`src/rtl/row_spare_steer.sv`:
```
module row_spare_steer #(
  parameter int ROW_W   = 7,
  parameter int SEG_BIT = 5
) (
  input  logic             clk,
  input  logic             rst_n,
  input  logic             cfg_we,
  input  logic             cfg_idx,
  input  logic             cfg_en,
  input  logic [ROW_W-1:0] cfg_row,
  input  logic             acc_valid,
  input  logic [ROW_W-1:0] acc_row,
  output logic             norm_en,
  output logic [1:0]       spare_sel,
  output logic [ROW_W-1:0] row_q,
  output logic [1:0]       cfg_bad
);
  localparam int NSPARE = 2;

  logic [NSPARE-1:0] hit;

  for (genvar k = 0; k < NSPARE; k++) begin : g_sp
    localparam logic DOM = (k == 0);
    logic             en;
    logic [ROW_W-1:0] fail;

    always_ff @(posedge clk or negedge rst_n)
      if (!rst_n) begin
        en   <= 1'b0;
        fail <= '0;
      end else if (cfg_we && (cfg_idx == 1'(k))) begin
        en   <= cfg_en;
        fail <= cfg_row;
      end

    assign cfg_bad[k] = en && (fail[SEG_BIT] != DOM);
    assign hit[k]     = en && !cfg_bad[k] && (acc_row[SEG_BIT] == DOM) && (acc_row == fail);

    AST_BAD_NO_SUB: assert property (@(posedge clk) disable iff (!rst_n)
      (cfg_bad[k] && acc_valid) |=> !spare_sel[k]);
  end

  always_ff @(posedge clk or negedge rst_n)
    if (!rst_n) begin
      norm_en   <= 1'b0;
      spare_sel <= '0;
      row_q     <= '0;
    end else begin
      norm_en   <= acc_valid && !(|hit);
      spare_sel <= acc_valid ? hit : '0;
      row_q     <= acc_valid ? acc_row : '0;
    end

  AST_ONE_ROW: assert property (@(posedge clk) disable iff (!rst_n)
    $countones({norm_en, spare_sel}) <= 1);
  AST_SP1_DOMAIN: assert property (@(posedge clk) disable iff (!rst_n)
    spare_sel[1] |-> !row_q[SEG_BIT]);
  AST_SP0_DOMAIN: assert property (@(posedge clk) disable iff (!rst_n)
    spare_sel[0] |-> row_q[SEG_BIT]);
  AST_IDLE_QUIET: assert property (@(posedge clk) disable iff (!rst_n)
    !acc_valid |=> (!norm_en && spare_sel == 2'b00));
  AST_VALID_ONE: assert property (@(posedge clk) disable iff (!rst_n)
    acc_valid |=> ($countones({norm_en, spare_sel}) == 1));
endmodule

```
`config.mk`:
```
export PLATFORM = sky130hd
export DESIGN_NAME = row_spare_steer
export DESIGN_NICKNAME = d
export VERILOG_FILES = /design/src/rtl/row_spare_steer.sv
export SDC_FILE = /design/constraint.sdc
export NUM_CORES = 1
export LEC_CHECK = 0
export ABC_AREA = 1
export CORE_MARGIN = 4
export CORE_UTILIZATION = 34
export DETAILED_ROUTE_END_ITERATION = 10
export GPL_ROUTABILITY_DRIVEN = 0
export PLACE_DENSITY = 0.65
export SYNTH_ARGS = -nofsm -noshare
export SYNTH_HDL_FRONTEND = slang
export SYNTH_SLANG_ARGS = --single-unit
```
`constraint.sdc`:
```
create_clock -name clk -period 1.2 [get_ports clk]
set_clock_uncertainty 0.2 [all_clocks]
set_input_delay 0.12 -clock clk [delete_from_list [all_inputs] [get_ports clk]]
set_output_delay 0.12 -clock clk [all_outputs]
set_load 0.05 [all_outputs]
```
[Yosys cells after proc, flatten, opt, wreduce, memory -nomap -nowiden]
Index checks and enable logic that the tools add are counted.
Storage, ports and cells
  bits of input ports: 20
  word-level logic and storage cells: 29
  flip-flop bits (word level): 26
  output and inout port bits: 12
Operators by class
  multiplexer cells: 2
  bitwise gates (word level): 3
  equal/unequal tests: 2
  reduce and logical (&&, ||, !) cells: 15
Operators by type and width (number)
  == test 7 bit: 2
  logical AND 1 bit: 11
  two-way mux 7 bit: 1
  zero test 1 bit: 3
  inverter 1 bit: 3
  two-way mux 2 bit: 1
  OR reduction 2 bit: 1

[Longest topological paths before layout]
  depth in word-level cells: 9
  gate-level depth with buffers: 8

[Least setup slack after synthesis]
Ideal clock, no wire load.
  path kind: flip-flop to output port
  start point: register g_sp[0].fail[5]
  end point: output port cfg_bad[0]
  data required time: 0.880 ns
  arrival: 1.035 ns
  cell stages (with the launch flop): 2
  path buffers: 0
  slack: -0.155 ns
  cells stage by stage: dfrtp_1 nor2_1
Between the ends
  cells in the longest elaborated chain, start to end: 2
RTL lines
  start, declared: line 25  | logic [ROW_W-1:0] fail;
  start signal, assigned: line 33  | fail <= cfg_row;
  inverter 1 bit: line 36  | assign cfg_bad[k] = en && (fail[SEG_BIT] != DOM);
  logical AND 1 bit: line 36
  end, declared: line 16  | output logic [1:0] cfg_bad
No other way between the ends.

[Worst setup path in the final report]
Ends and elaborated chain as after synthesis.

==> results.md <==
- Status: complete, but fails checks
- Failing checks: setup timing
- Worst setup EP type: output pin
- Starting Density: 0.365
- Ys flop type: dfrtp_1
- Global-route wire length before repair: 4.10 mm
- Largest net degree at the start of global routing: 27
- Clock latency at the later pin of the worst-skew pair: 0.32 ns
- Post-synth top area share: 0.565
- WL per Instance: 11.3 um
- Clock buffer depth: 2
- Vias in the first global route: 974
- Vias per Instance: 4.30
- P_leak: 0.912 nW
- RSZ-0062 raised after global routing: yes
- Max-cap viol count: 0
- Finished Layout Cells: 222
- Data arrival time of the worst path: 1.04 ns
- Synthesized instance count: 137
- Initial antenna violation count: 0
- DR DRC count: 0
- Clock-pin transition on the worst setup and hold timing paths: 0.15 ns
- Most numerous cell in the Yosys netlist: nand2_1
- Crit Path Max Fanout: 2
- Worst setup margin: -0.156 ns
- Yosys warnings: 0
- Fillers: 288
- Relative slew slack: 0.806
- Final setup vio count: 14
- CTS tree: yes
- Worst VDD drop: 0.428 mV
- GRT busiest layer: met2
- Row Count: 20
- DP Wirelength: 1.95 mm
- Gr usage total: 0.124
- Share of layout cells above drive strength 1: 0.202
- Post-synth cell types: 14
- Final period util: 1.13
- # diodes: 0
- WL final: 2.50 mm
- M3 GR Usage: 0.0136
- Syn_area_per_cell: 8.41 um^2
- Seq/Total Area, Yosys: 0.565
- Initial DRC Count: 20
- # IOs: 32
- Area Overhead vs Synth: 54.9%
- Cell Pwr Density: 1210 nW/um^2
- Tmin final: 1.36 ns
- GRT overflow: 0
- Vias: 954
- Cell total after placement: 212
- Max-slew violations: 0
- Synth Net Count: 157
- Req. time, crit path: 0.88 ns
- Final hold violation count: 0
- WS Path Type: register to output pin
- Mapped Area: 1150 um^2
- Die ar.: 4380 um^2
- Post-route ant nets: 0
- Die Width: 66.2 um
- H-tree Lvls: 1
- DIE HEIGHT: 66.2 um
- Fmax: 737 MHz
- Synth Register Bits: 26
- Nets: 199
- Core area: 3150 um^2
- Met2 Usage GRT: 0.244
- Final core occ: 0.566
- IO Port Bufs: 31
- Root buf cell: clkbuf_4
- Synth cell count leaders: 42 x nand2_1, 26 x dfrtp_1, 23 x inv_1
- Ys async rst share: 1.00
- Met1 GRT Util: 0.126
- Number of flops mapped to enable cells by yosys: 0
- Setup_tns: -0.596 ns
- Slew @ Worst Pin: 0.289 ns
- Drt pass-1 iters: 4
- CTS Buf Count: 3
- Worst min path class: primary input to register
- Synth area leader: dfrtp_1
- Synth top area cells: dfrtp_1 56%, nand2_1 14%, o21ai_1 7.8%, inv_1 7.5%, nor2_1 3.3%
- Critical path startpoint category: register
- CTS sink cnt: 26
repair_timing:
item,in CTS,in global routing
pin swaps,1,4
gates cloned,0,0
hold buffers,1,0
hold endpoints to repair,26,0
endpoints found under the setup margin,13,15
setup buffers,5,0
resized for setup,4,1
report_power, final:
part	internal [mW]	total, mW	switching (mW)
combinational	0.269	0.531	0.262
sequential	0.957	1.02	0.0625
clock	0.338	0.602	0.265
total	1.56	2.15	0.589
final timing paths:
kind	slack (ns)	endpoint	cells past startpoint	start
worst min register to register	0.33	g_sp[1].fail[6]$_DFFE_PN0P_	2	g_sp[1].fail[6]$_DFFE_PN0P_
worst min-delay path	0.15	g_sp[0].en$_DFFE_PN0P_	3	cfg_en
min in group asynchronous	0.47	norm_en$_DFF_PN0_	3	rst_n
worst max-delay path	-0.16	cfg_bad[0]	2	g_sp[0].fail[5]$_DFFE_PN0P_
worst max register to register	-0.09	norm_en$_DFF_PN0_	8	g_sp[0].fail[5]$_DFFE_PN0P_
max in group asynchronous	0.18	g_sp[1].fail[2]$_DFFE_PN0P_	3	rst_n
state kept, by name, summed over array words and instances, names as in the netlist:
register   cells
g_sp.en        2
g_sp.fail     14
norm_en        1
row_q          7
spare_sel      2
cells in the final DEF, fill, tap and decap left out:
master,n
inv_2,5
xnor2_1,3
buf_12,14
nor3b_4,1
nand2_2,4
dfrtp_1,26
clkbuf_4,3
xor2_1,4
bufinv_16,1
dlygate4sd3_1,1
nand2_1,41
nor2_1,9
clkdlybuf4s50_1,19
buf_4,6
nor2_4,1
o21ai_1,18
nor3_2,1
inv_1,21
cell families (layout without fill, tap and decap cells):
logic type      Yosys count  count (layout)  synth area share
compound gates           18              18            0.0782
xor+xnor                  7               7            0.0532
buf+inv                  29              70            0.0988
flops                    26              26             0.565
simple gates             57              57             0.205
final cells by class:
type / count / area (um^2) / share of cell area
clock buffer: 3 / 22.5 / 0.0126
inverter: 26 / 97.6 / 0.0547
clock inverter: 1 / 30.0 / 0.0168
multi-input combinational: 82 / 404 / 0.226
sequential: 26 / 651 / 0.364
timing repair buffer: 40 / 526 / 0.294
tap: 44 / 55.1 / 0.0308
worst max-delay path: stages (launching register included):
cell and delay (ns):
dfrtp_1 0.44, nor2_4 0.13, buf_12 0.14
per-layer routing:
metal / up-vias / share of wire / routed length, um
met1: 438 / 0.41 / 1020
li1: 488 / - / -
met3: 4 / 0.038 / 96
met2: 24 / 0.54 / 1340
met5: - / 0 / 0
met4: 0 / 0.018 / 46
metrics by stage:
step                      setup WS (ns)  hold slack [ns]  power (mW)  cell area (um^2)
after detailed placement         -0.292            0.296        1.53              1670
after global placement           -0.269            0.274        1.51              1670
after floorplan                  0.0595           -0.376        1.27              1150
after global routing             -0.201            0.142        2.26              1790
final                            -0.156            0.146        2.15              1790
after CTS                        -0.162            0.135        2.18              1780
No activity file was read; power rests on OpenSTA's default activity.
